$ cat src/rtl/gpio_edge_ctrl.sv
module gpio_edge_ctrl #(
  parameter int         SYNC_STAGES = 2,
  parameter logic [7:0] OCTL_BASE0  = 8'h2B,
  parameter logic [7:0] OCTL_BASE1  = 8'h3B,
  parameter logic [7:0] ICTL_BASE0  = 8'h33,
  parameter logic [7:0] ICTL_BASE1  = 8'h43,
  parameter logic [7:0] MASK_BASE   = 8'h19,
  parameter logic [7:0] SBMASK_BASE = 8'h1B,
  parameter logic [7:0] PEND_BASE   = 8'h06
) (
  input  logic        clk,
  input  logic        rst_n,
  input  logic [7:0]  bus_addr,
  input  logic [7:0]  bus_wdata,
  input  logic        bus_we,
  input  logic        bus_re,
  output logic [7:0]  bus_rdata,
  input  logic [15:0] pad_in,
  output logic [15:0] pad_oe,
  output logic [15:0] pad_out,
  output logic [15:0] pull_en,
  output logic [31:0] pull_sel,
  output logic        irq_out
);
  localparam int NPINS = 16;
  localparam int BANK  = 8;

  function automatic logic [7:0] pin_addr(input logic [7:0] b0, input logic [7:0] b1, input int i);
    return (i < BANK ? b0 : b1) + 8'(i % BANK);
  endfunction

  logic [5:0]  octl  [NPINS];
  logic [1:0]  iedge [NPINS];
  logic [7:0]  mask_a [2];
  logic [7:0]  mask_b [2];
  logic [15:0] pend;
  logic [15:0] sync_q [SYNC_STAGES];
  logic [15:0] lvl_q;

  logic [15:0] lvl, rise, fall, det, clr;
  logic [15:0] edge_en, dir_vec, od_vec, mask_vec;

  assign lvl      = sync_q[SYNC_STAGES-1];
  assign rise     = lvl & ~lvl_q;
  assign fall     = ~lvl & lvl_q;
  assign mask_vec = {mask_a[1], mask_a[0]};

  assign clr[7:0]  = (bus_we && bus_addr == PEND_BASE)      ? bus_wdata : 8'h00;
  assign clr[15:8] = (bus_we && bus_addr == PEND_BASE + 8'd1) ? bus_wdata : 8'h00;

  genvar g;
  generate
    for (g = 0; g < NPINS; g++) begin : g_pin
      assign det[g]          = (iedge[g][0] & fall[g]) | (iedge[g][1] & rise[g]);
      assign edge_en[g]      = |iedge[g];
      assign dir_vec[g]      = octl[g][5];
      assign od_vec[g]       = octl[g][4];
      assign pad_oe[g]       = octl[g][5] & (~octl[g][4] | ~octl[g][0]);
      assign pad_out[g]      = octl[g][0] & ~octl[g][4];
      assign pull_en[g]      = octl[g][3];
      assign pull_sel[2*g+:2] = octl[g][2:1];
    end
  endgenerate

  assign irq_out = |(pend & ~mask_vec);

  always_ff @(posedge clk or negedge rst_n) begin
    if (!rst_n) begin
      for (int s = 0; s < SYNC_STAGES; s++) sync_q[s] <= '0;
      lvl_q <= '0;
    end else begin
      sync_q[0] <= pad_in;
      for (int s = 1; s < SYNC_STAGES; s++) sync_q[s] <= sync_q[s-1];
      lvl_q <= lvl;
    end
  end

  always_ff @(posedge clk or negedge rst_n) begin
    if (!rst_n) begin
      for (int i = 0; i < NPINS; i++) begin
        octl[i]  <= '0;
        iedge[i] <= '0;
      end
      for (int b = 0; b < 2; b++) begin
        mask_a[b] <= '0;
        mask_b[b] <= '0;
      end
      pend <= '0;
    end else begin
      pend <= (pend & ~clr) | det;
      if (bus_we) begin
        for (int i = 0; i < NPINS; i++) begin
          if (bus_addr == pin_addr(OCTL_BASE0, OCTL_BASE1, i)) octl[i]  <= bus_wdata[5:0];
          if (bus_addr == pin_addr(ICTL_BASE0, ICTL_BASE1, i)) iedge[i] <= bus_wdata[2:1];
        end
        for (int b = 0; b < 2; b++) begin
          if (bus_addr == MASK_BASE + 8'(b))   mask_a[b] <= bus_wdata;
          if (bus_addr == SBMASK_BASE + 8'(b)) mask_b[b] <= bus_wdata;
        end
      end
    end
  end

  always_comb begin
    bus_rdata = 8'h00;
    if (bus_re) begin
      for (int i = 0; i < NPINS; i++) begin
        if (bus_addr == pin_addr(OCTL_BASE0, OCTL_BASE1, i)) bus_rdata = {2'b00, octl[i]};
        if (bus_addr == pin_addr(ICTL_BASE0, ICTL_BASE1, i)) bus_rdata = {5'b0, iedge[i], lvl[i]};
      end
      for (int b = 0; b < 2; b++) begin
        if (bus_addr == MASK_BASE + 8'(b))   bus_rdata = mask_a[b];
        if (bus_addr == SBMASK_BASE + 8'(b)) bus_rdata = mask_b[b];
        if (bus_addr == PEND_BASE + 8'(b))   bus_rdata = pend[8*b+:8];
      end
    end
  end
endmodule


$ cat config.mk
export PLATFORM = sky130hd
export DESIGN_NAME = gpio_edge_ctrl
export DESIGN_NICKNAME = d
export VERILOG_FILES = /design/src/rtl/gpio_edge_ctrl.sv
export SDC_FILE = /design/constraint.sdc
export NUM_CORES = 1
export LEC_CHECK = 0
export CORE_MARGIN = 2
export CORE_UTILIZATION = 28
export DETAILED_ROUTE_END_ITERATION = 7
export PLACE_DENSITY = 0.47
export SYNTH_ARGS = -nofsm -noshare
export SYNTH_HDL_FRONTEND = slang
export SYNTH_SLANG_ARGS = --single-unit
$ cat constraint.sdc
create_clock -name clk -period 3.2 [get_ports clk]
set_clock_uncertainty 0.15 [all_clocks]
set_input_delay 0.64 -clock clk [delete_from_list [all_inputs] [get_ports clk]]
set_output_delay 0.64 -clock clk [all_outputs]
set_load 0.01 [all_outputs]
* Yosys cells after proc, flatten, opt, wreduce, memory -nomap -nowiden *
Index checks and enable logic that the tools add are counted.

operators by class
  eq/ne operators = 38
  reductions and logical operators = 39
  mux-type cells = 41
  bitwise operators = 137

operator list
  cell                  number
  $mux W8               40
  $eq A8 B6 Y1 const B  21
  $eq A8 B7 Y1 const B  11
  $reduce_and A2 Y1     36
  $and A1 B1 Y1         64
  $and A16 B16 Y16      4
  $not A16 Y16          4
  $eq A8 B5 Y1 const B  4
  $not A1 Y1            32
  $or A1 B1 Y1          32
  $eq A8 B3 Y1 const B  2
  $or A16 B16 Y16       1
  $reduce_or A16 Y1     1
  $mux W6               1
  $logic_and A1 B1 Y1   2

word-level totals
  bits in registers = 224
  input port bits = 36
  output and inout port bits = 89
  logic and storage cells = 295

* Depth between registers and ports, before layout *
Gate-level depths: netlist of the first run.

  depth after elaboration = 40
  mapped depth = 10
  mapped depth without buffers = 7

* Worst setup path after synthesis of the first run *
Ideal clock, no wire load.

  path type = input -> output
  from = input bus_addr[4]
  to = output bus_rdata[1]
  required time = 2.410 ns
  path buffers = 2
  path slack = -0.062 ns
  stages = 7
  arrival = 2.472 ns
  cells stage by stage = buf_6 or4b_1 buf_2 or4_1 a221oi_1 nand4_1 o22ai_1

on the way
  word-level cells in the longest chain between the ends = 40
  elaborated cells between the ends (all ways) = 77
  those cells by class = 38 x eq/ne; 39 x mux

RTL lines
  element            line  text
  start, declared    13    input logic [7:0] bus_addr,
  $eq A8 B6 Y1       108   if (bus_addr == pin_addr(OCTL_BASE0, OCTL_BASE1, i)) bus_rdata = {2'b00, octl[i]};
  $mux W6            108
  $mux W8            109   if (bus_addr == pin_addr(ICTL_BASE0, ICTL_BASE1, i)) bus_rdata = {5'b0, iedge[i], lvl[i]};
  $mux W8            108
  $mux W8            109
  $mux W8            108
  $mux W8            109
  $mux W8            108
  [... 24 more ...]  -
  $mux W8            109
  $mux W8            112   if (bus_addr == MASK_BASE + 8'(b)) bus_rdata = mask_a[b];
  $mux W8            113   if (bus_addr == SBMASK_BASE + 8'(b)) bus_rdata = mask_b[b];
  $mux W8            114   if (bus_addr == PEND_BASE + 8'(b)) bus_rdata = pend[8*b+:8];
  $mux W8            112
  $mux W8            113
  $mux W8 *          114
  $mux W8 *          106   if (bus_re) begin
  end, declared      17    output logic [7:0] bus_rdata,

Every way passes the cells marked *; elsewhere a longest branch is shown, timed or not.

* Final worst setup path of the first run *
  from = input bus_addr[7]
  to = output bus_rdata[2]

The elaborated chain is that of the path after synthesis.

==> run summary, run 1 <==
dfrtp_1 takes more of the synthesized area than any other cell. The final reports fail on setup timing. The post-route fraction of the period consumed by the critical path is 115%, and the worst reg-to-reg path cell count is 4. At the end of the flow, the number of nets in the layout was 1,333. The post-layout worst setup margin is -0.479 ns.

Vias per cell: 5.17. The mean routed wirelength per cell works out to 25.2 um. H-tree depth reported by CTS: 1. The final layout contains routed wiring with a total length of 46,300 um.

The number of nets handed over by synthesis was 1,041. Leaving out filler cells and counting taps, the final layout contains 1,838. The path class of the tightest hold or removal check is reg2reg. The share of cells above drive strength 1 was 41.7%; the number of max-cap violations was 0. Once the floorplan was initialized, standard cells occupied 28.2% of the core. The tools report the total design power as 7.14 mW.

For the number of antenna violations at the first check in global routing, the log shows 1. The fraction of post-synthesis cell area in the top cell type by area is 50.2%, and the post-placement cell area is 0.0143 mm^2. After legalization and detailed placement, the total HPWL measured 34,700 um. End of the worst register-to-register path: pend[5]$_DFF_PN0_. After synthesis, the netlist uses 71 different library cells. Setup repair after global routing could not meet its margin everywhere. Based on the critical path, the design can be clocked at up to 272 MHz. In this run, synthesis produced a sequential element count of 224. Before CTS, the worst setup slack after placement is -1.62 ns.

The die extent in x was 204 um; the number of sinks handled by clock tree synthesis was 224. The count of endpoints failing hold in the final timing report was 0. The most frequent standard cell in the layout excluding fill and tap cells was dfrtp_1. In this run the static leakage power is 7.22 nW. The net switching component of the power is 1.83 mW, and the height of the chip is 204 um. The first global-routing pass estimated 67,700 um of wire. For this run, the total global-route usage over all layers was measured as 22.3%. The logs give 0 for the number of max-slew violations in the final report and 5 for the count of TritonRoute iterations in the first routing pass. Data on the critical path arrives at its endpoint at 2.89 ns.

The tools report the internal power consumption as 5.31 mW. The number of placed instances, taps included is 1,766, and the final antenna diode count is 0. The tools report the type of destination of the critical path as an output port. The power per cell area works out to 449 mW/mm^2. IR analysis of the VDD net gives a maximum drop of 338 uV. The number of ports placed on the die boundary is 125, and the clock edge transition at the registers on the reported setup and hold paths is 0.05 ns. The tools report the violation count after the first detailed-route iteration as 858.

In this run, the combinational gates consume 12.0% of the power. The data required time at the worst endpoint came out at 2.41 ns. Type of the worst setup path: in2out. The shortest period the worst path allows was 3.68 ns; the total die area was 0.0415 mm^2. The worst register-to-register path begins at iedge[21]$_DFFE_PN0P_. The clock buffer count from CTS was 27; the clock network fraction of design power was 43.0%. For the setup slack of the most critical reg-to-reg path, the log shows 1.88 ns.

The tools report the capture point of the worst path as bus_rdata[2]. Startpoint type of the worst setup path: an input pin. Summed over all layers, the global routing overflow is 0. The top cell types in the final layout, fill and taps aside, are dfrtp_1, buf_4, mux2_2.

The final design area excluding fillers was 0.0159 mm^2; the share of total power in sequential cells was 44.9%. The cell count after synthesis came out at 1,005. The relative max-transition margin was 56.7%.

Tracing the worst setup path back leads to its startpoint at bus_addr[7]. Post-synthesis cell area: 0.0112 mm^2. The cell sitting at the root of the clock tree is a clkbuf_16. The synthesized design contains 0 enable-type register cells.

The placement row count is 73, and the average cell area after synthesis is 11.1 um^2. For this run, the number of Yosys warnings is 0. The buffer depth of the longest clock path was 3.

At the later pin of the worst-skew pair, clock insertion delay measures 0.54 ns. Of all flip-flops after synthesis, the portion carrying an async set or reset was 100%. The top flip-flop cell by instance count after synthesis is dfrtp_1.

The share of total power consumed by net switching was 25.6%. After synthesis, the cell types taking the most area are dfrtp_1, mux2_2, buf_4. The post-detailed-route count of antenna-violating nets was 0. The port buffer count is 124, and the DRC violations left is 0.

The run gives 50.2% as the sequential cell area fraction in the yosys report. The run finished, with violations left. The run gives 0.0395 mm^2 as the area of the placeable core. At the pin with the least slew margin, the transition time is 0.650 ns. The total number of vias came out at 9,494. At the end of routability-driven placement, the weighted congestion stood at 0.951. The largest net degree at the start of global routing was 76.

Relative to the synthesized area, the layout overhead comes to 42.6%. TritonCTS built the clock tree. Along the worst path, the maximum fanout reaches 4.

The via count of the first global-routing pass was 9,890; the final count of negative-setup-slack endpoints was 6.
==> worst min path at each step <==
| stage | endpoint | slack, ns | cells after the start | start |
|---|---|---|---|---|
| floorplan | lvl[0]$_DFF_PN0_ | 0.18 | 0 | sync_q[16]$_DFF_PN0_ |
| detailed placement | lvl[12]$_DFF_PN0_ | 0.18 | 0 | sync_q[28]$_DFF_PN0_ |
| finish | lvl[6]$_DFF_PN0_ | 0.20 | 0 | sync_q[22]$_DFF_PN0_ |
| global placement | lvl[9]$_DFF_PN0_ | 0.18 | 0 | sync_q[25]$_DFF_PN0_ |
| CTS | lvl[6]$_DFF_PN0_ | 0.20 | 0 | sync_q[22]$_DFF_PN0_ |
| global route | lvl[5]$_DFF_PN0_ | 0.21 | 0 | sync_q[21]$_DFF_PN0_ |
==> power groups by stage <==
stage | registers, mW | logic, mW | clock network (mW)
2_1_floorplan | 3.15 | 0.374 | 0
3_3_place_gp | 3.25 | 0.801 | 0
3_5_place_dp | 3.25 | 0.801 | 0
4_1_cts | 3.21 | 0.855 | 3.16
5_1_grt | 3.23 | 0.919 | 3.27
6_report | 3.21 | 0.859 | 3.07
==> sequential cells by signal, summed over array words and instances, names as in the netlist <==
name	flops
lvl_q	16
pull_sel	32
mask_a	16
dir_vec	16
pull_en	16
sync_q	16
lvl	16
mask_b	16
octl	32
pend	16
iedge	32
==> stage by stage <==
stage | setup TNS [ns] | hold WS, ns | util [%]
final | -2.34 | 0.199 | 40.2
after global routing | -2.66 | 0.210 | 40.2
after CTS | -3.33 | 0.203 | 40.0
after detailed placement | -21.86 | 0.185 | 36.1
after global placement | -21.95 | 0.185 | 36.1
after floorplan | -0.0683 | 0.181 | -
==> cells by family after synthesis <==
kind of cell,synth area share [%]
AND/OR/NAND/NOR,12.2
flip-flops,50.2
AO/OA/AOI/OAI,14.2
multiplexers,17.3
buffers and inverters,6.07
==> layout make-up <==
cell class | count | area [um^2]
sequential | 224 | 5610
multi-input combinational | 654 | 5340
clock inverter | 8 | 98.8
inverter | 24 | 90.1
timing repair buffer | 366 | 3330
tap | 525 | 657
fill | 3889 | 23600
clock buffer | 37 | 793
==> layer usage <==
layer  up-vias  wire length (um)  track usage (%)
met5         -                13                0
met2       325             20500             34.3
met4         2              1580             7.72
met3        79              2200             2.84
li1       4269                 -                -
met1      4819             22000             32.1
==> cells in the mapped netlist, types with 3 or more instances <==
cell and number:
a21o_1 10, a31oi_1 7, and3_1 7, o22ai_1 19, buf_4 48, a311o_1 3, a221oi_1 16, and2_1 4
a21oi_1 33, a211o_1 3, a32o_1 4, o2bb2ai_1 3, o21ai_0 31, a222oi_1 6, o32ai_1 5, nand2_1 77
dfrtp_1 224, nand3b_1 14, o221ai_1 8, nand2b_1 3, a32oi_1 4, a21boi_0 22, nor4b_2 3, a22oi_1 17
mux2i_1 8, inv_1 23, nand4_1 9, nand3_1 33, buf_2 11, a211oi_1 4, o211ai_1 8, mux2_2 164
clkbuf_1 35, nor2_1 47, nor3_1 11, buf_1 8, nor2_2 3, nor2b_1 20, a22o_1 6
==> what timing repair did <==
action,in CTS,in global routing
endpoints found under the setup margin,8,8
setup buffers,25,4
pin swaps,40,29
gates cloned,2,0
hold buffers,1,0
resized for setup,159,32
hold endpoints to repair,68,0
==> critical path: stages <==
cell	delay, ns
buf_8	0.10
or4b_4	0.62
nor3_4	0.25
buf_12	0.15
nand2_8	0.05
buf_6	0.11
o21ai_2	0.11
nor2_1	0.05
a32o_2	0.30
o31a_1	0.34
buf_2	0.16
Power figures use the tool's default switching activity.
==> inputs of run 2 (changes only) <==
REMOVE_ABC_BUFFERS = 1   (was default)
==> run 2 against run 1 <==
- the run still ends with setup timing left
- clock-buffer cell count grew 6
- die area is the same
- cell count shrank 0.82%
- worst setup slack gained 0.051 ns
- final area shrank 0.54%
- combinational power shrank 1%
- critical path depth is the same
- critical path type unchanged
==> run summary, run 2 (synthesis gave the netlist of run 1 again) <==
The first detailed-routing pass ran for 5 iterations. Summed over all nets, the switching power comes to 1.80 mW. Setup repair after global routing could not meet its margin everywhere. For this design the static power due to leakage is 7.14 nW. On the critical path the largest part of the delay comes from compound AO/OA/AOI/OAI gates.

For the internal power consumption, the log shows 5.38 mW. For the endpoint arrival time on the critical path, the log shows 2.84 ns. From bottom edge to top edge, the die measures 204 um. The min-delay analysis places its worst path in the category reg2reg.

The core region is 0.0395 mm^2. The initial cell density of the core was 28.2%. Dividing total power by cell area gives a power density of 454 mW/mm^2. Across the run, the number of max-cap violations was 0. The via count of the first global-routing pass came out at 9,766. Dividing the detail-routed wire length by the instance count gives 24.2 um. The vias per cell was 5.16; the total die area was 0.0415 mm^2.

The area growth from synthesis to layout is 41.8%. The actual transition at the worst max-transition pin was 0.541 ns. The tools report the master cell of the clock root buffer as clkbuf_16. The most numerous cell type found on the critical path is buf_6. The shortest period the worst path allows was 3.63 ns. The number of ports placed on the die boundary is 125. The beginning of the worst register-to-register path is lvl[11]$_DFF_PN0_.

Number of antenna violations at the first check in global routing: 0. The worst hold path begins at sync_q[26]$_DFF_PN0_. TritonCTS built the clock tree. The tools report the final antenna diode count as 0. The wire length of the first global-routing pass was 65,700 um; the total number of vias was 9,402.

Cells with a size suffix above 1 make up 40.9% of the layout. Filler cell count in the final layout: 3,869. The largest net degree at the start of global routing is 67, and the H-tree depth reported by CTS is 1.

The library cells used most frequently in the layout, excluding fill and tap cells, are dfrtp_1, buf_4, mux2_2. The final estimated routing congestion in global placement came out at 0.909. Port buffering added 124 buffers. The share of total power dissipated in the clock network is 43.6%. For the buffer depth of the longest clock path, the log shows 3. Timing analysis after detailed placement gives a worst setup slack of -1.44 ns. The tools report the total length of routed wires as 44,100 um. The net count of the finished layout is 1,314. The post-detailed-route count of antenna-violating nets was 0. The post-layout worst setup margin was -0.428 ns. Global routing finished with a remaining overflow of 0. Net switching is 25.1% of the power. Headroom to the max-slew limit came out at 63.9%. Hold-critical path endpoint: lvl[10]$_DFF_PN0_.

Clock-pin slew was measured on the worst setup and hold paths at 0.06 ns. Clock tree synthesis inserted a total of 26 buffers. The tools report the total design power as 7.19 mW. At the worst endpoint, the required time is 2.41 ns. The count of endpoints failing hold in the final timing report is 0. End of the worst register-to-register path: pend[11]$_DFF_PN0_.

The final standard cell utilization of the core came out at 40.0%. The worst setup path is launched from an input pin. For the all-layer global routing usage, the log shows 21.4%. Leaving out fill and tap cells, the most frequent cell in the layout is dfrtp_1. The total number of cells along the worst setup path works out to 11. The die extent in x was 204 um; the final design area excluding fillers was 0.0158 mm^2. Counting cells, the worst reg-to-reg path comes to 3. The signal on the critical path passes through buf_8 > buf_6 > or4b_4 > buf_6 > o32ai_2 > a21oi_1 > o21ai_2 > o21ai_1 > a32o_1 > o31a_1 > buf_2. Setup violations remaining at the end of the flow were counted as 8. Sequential cells account for 44.6% of the total power. The cell depth of the worst min-delay path was 0; the critical-path maximum fanout was 4. The logs give 0 for the number of max-slew violations in the final report and 11.8% for the relative contribution of combinational cells to total power. Type of destination of the critical path: an output port. The cell type of the slowest stage on the worst timing path is or4b_4. For this run, the slowest stage of the critical path takes 0.57 ns.

The type of the worst setup path is in2out. The worst-case IR drop observed on VDD is 336 uV. The flow ran to the end, but the final reports show violations. The tools report the post-placement cell area as 0.0142 mm^2.

The number of sinks handled by clock tree synthesis is 224, and the post-route fraction of the period consumed by the critical path is 113%. For this block, the initial DRC count from the detailed router was 637. Setup slack on the worst reg-to-reg path comes out at 1.98 ns. The checks that failed: setup timing. The placement row count came out at 73.

The half-perimeter wire length after detailed placement was 33,200 um; the upper clock frequency limit was 276 MHz. Together, buffers and inverters on the worst path number 4. The DRC violations left came out at 0.

The later pin in the worst-skew pair is clocked with a latency of 0.54 ns.
==> run 2: area by class of cell <==
class / count / area, um^2 / area share (%)
repair buffers: 348 / 3200 / 20.2
inverters: 24 / 90.1 / 0.569
flip-flops and latches: 224 / 5610 / 35.4
clock inverters: 5 / 100 / 0.632
well taps: 525 / 657 / 4.15
clock buffers: 43 / 806 / 5.09
multi-input cells: 654 / 5370 / 33.9
==> run 2: stage by stage <==
step	hold WS (ns)	setup TNS, ns	instances
2_1_floorplan	0.181	-6.65	902
3_3_place_gp	0.185	-14.80	1756
3_5_place_dp	0.185	-16.29	1756
4_1_cts	0.193	-1.96	1825
5_1_grt	0.203	-2.28	1823
6_report	0.191	-1.69	1823
==> run 2: worst max path at each step <==
stage / startpoint / end / slack, ns
2_1_floorplan: bus_addr[4] / bus_rdata[2] / -0.98
4_1_cts: bus_addr[7] / bus_rdata[2] / -0.51
6_report: bus_addr[5] / bus_rdata[2] / -0.43
5_1_grt: bus_addr[5] / bus_rdata[2] / -0.48
3_3_place_gp: bus_addr[1] / bus_rdata[0] / -1.49
3_5_place_dp: bus_addr[1] / bus_rdata[0] / -1.44
==> run 2: worst register-to-register path, stage by stage (launching register included) <==
cell and delay, ns:
dfrtp_1 0.39, inv_1 0.17, nor3b_1 0.08, a311o_1 0.31
==> run 2: timing repair <==
action                                 in CTS  in global routing
pin swaps                                  45                 24
gates resized for setup                   180                 35
hold buffers                                1                  0
setup endpoints to repair                   8                  8
buffers inserted                           18                  3
endpoints found under the hold margin      61                  0
gates cloned                                3                  0
==> run 2: power groups by stage <==
stage               clock [mW]  sequential (mW)  combinational, mW
floorplan                    0             3.16              0.262
global placement             0             3.25              0.781
detailed placement           0             3.25              0.784
CTS                       3.23             3.20              0.845
global route              3.34             3.22              0.911
finish                    3.13             3.20              0.847
==> run 2: per-layer routing <==
metal / GRT usage, % / wire length, um / share of wire [%]
met5: 0 / 0 / 0
met4: 6.60 / 1290 / 2.9
met3: 2.99 / 2220 / 5.0
met2: 34.5 / 20500 / 46
met1: 29.6 / 20100 / 46
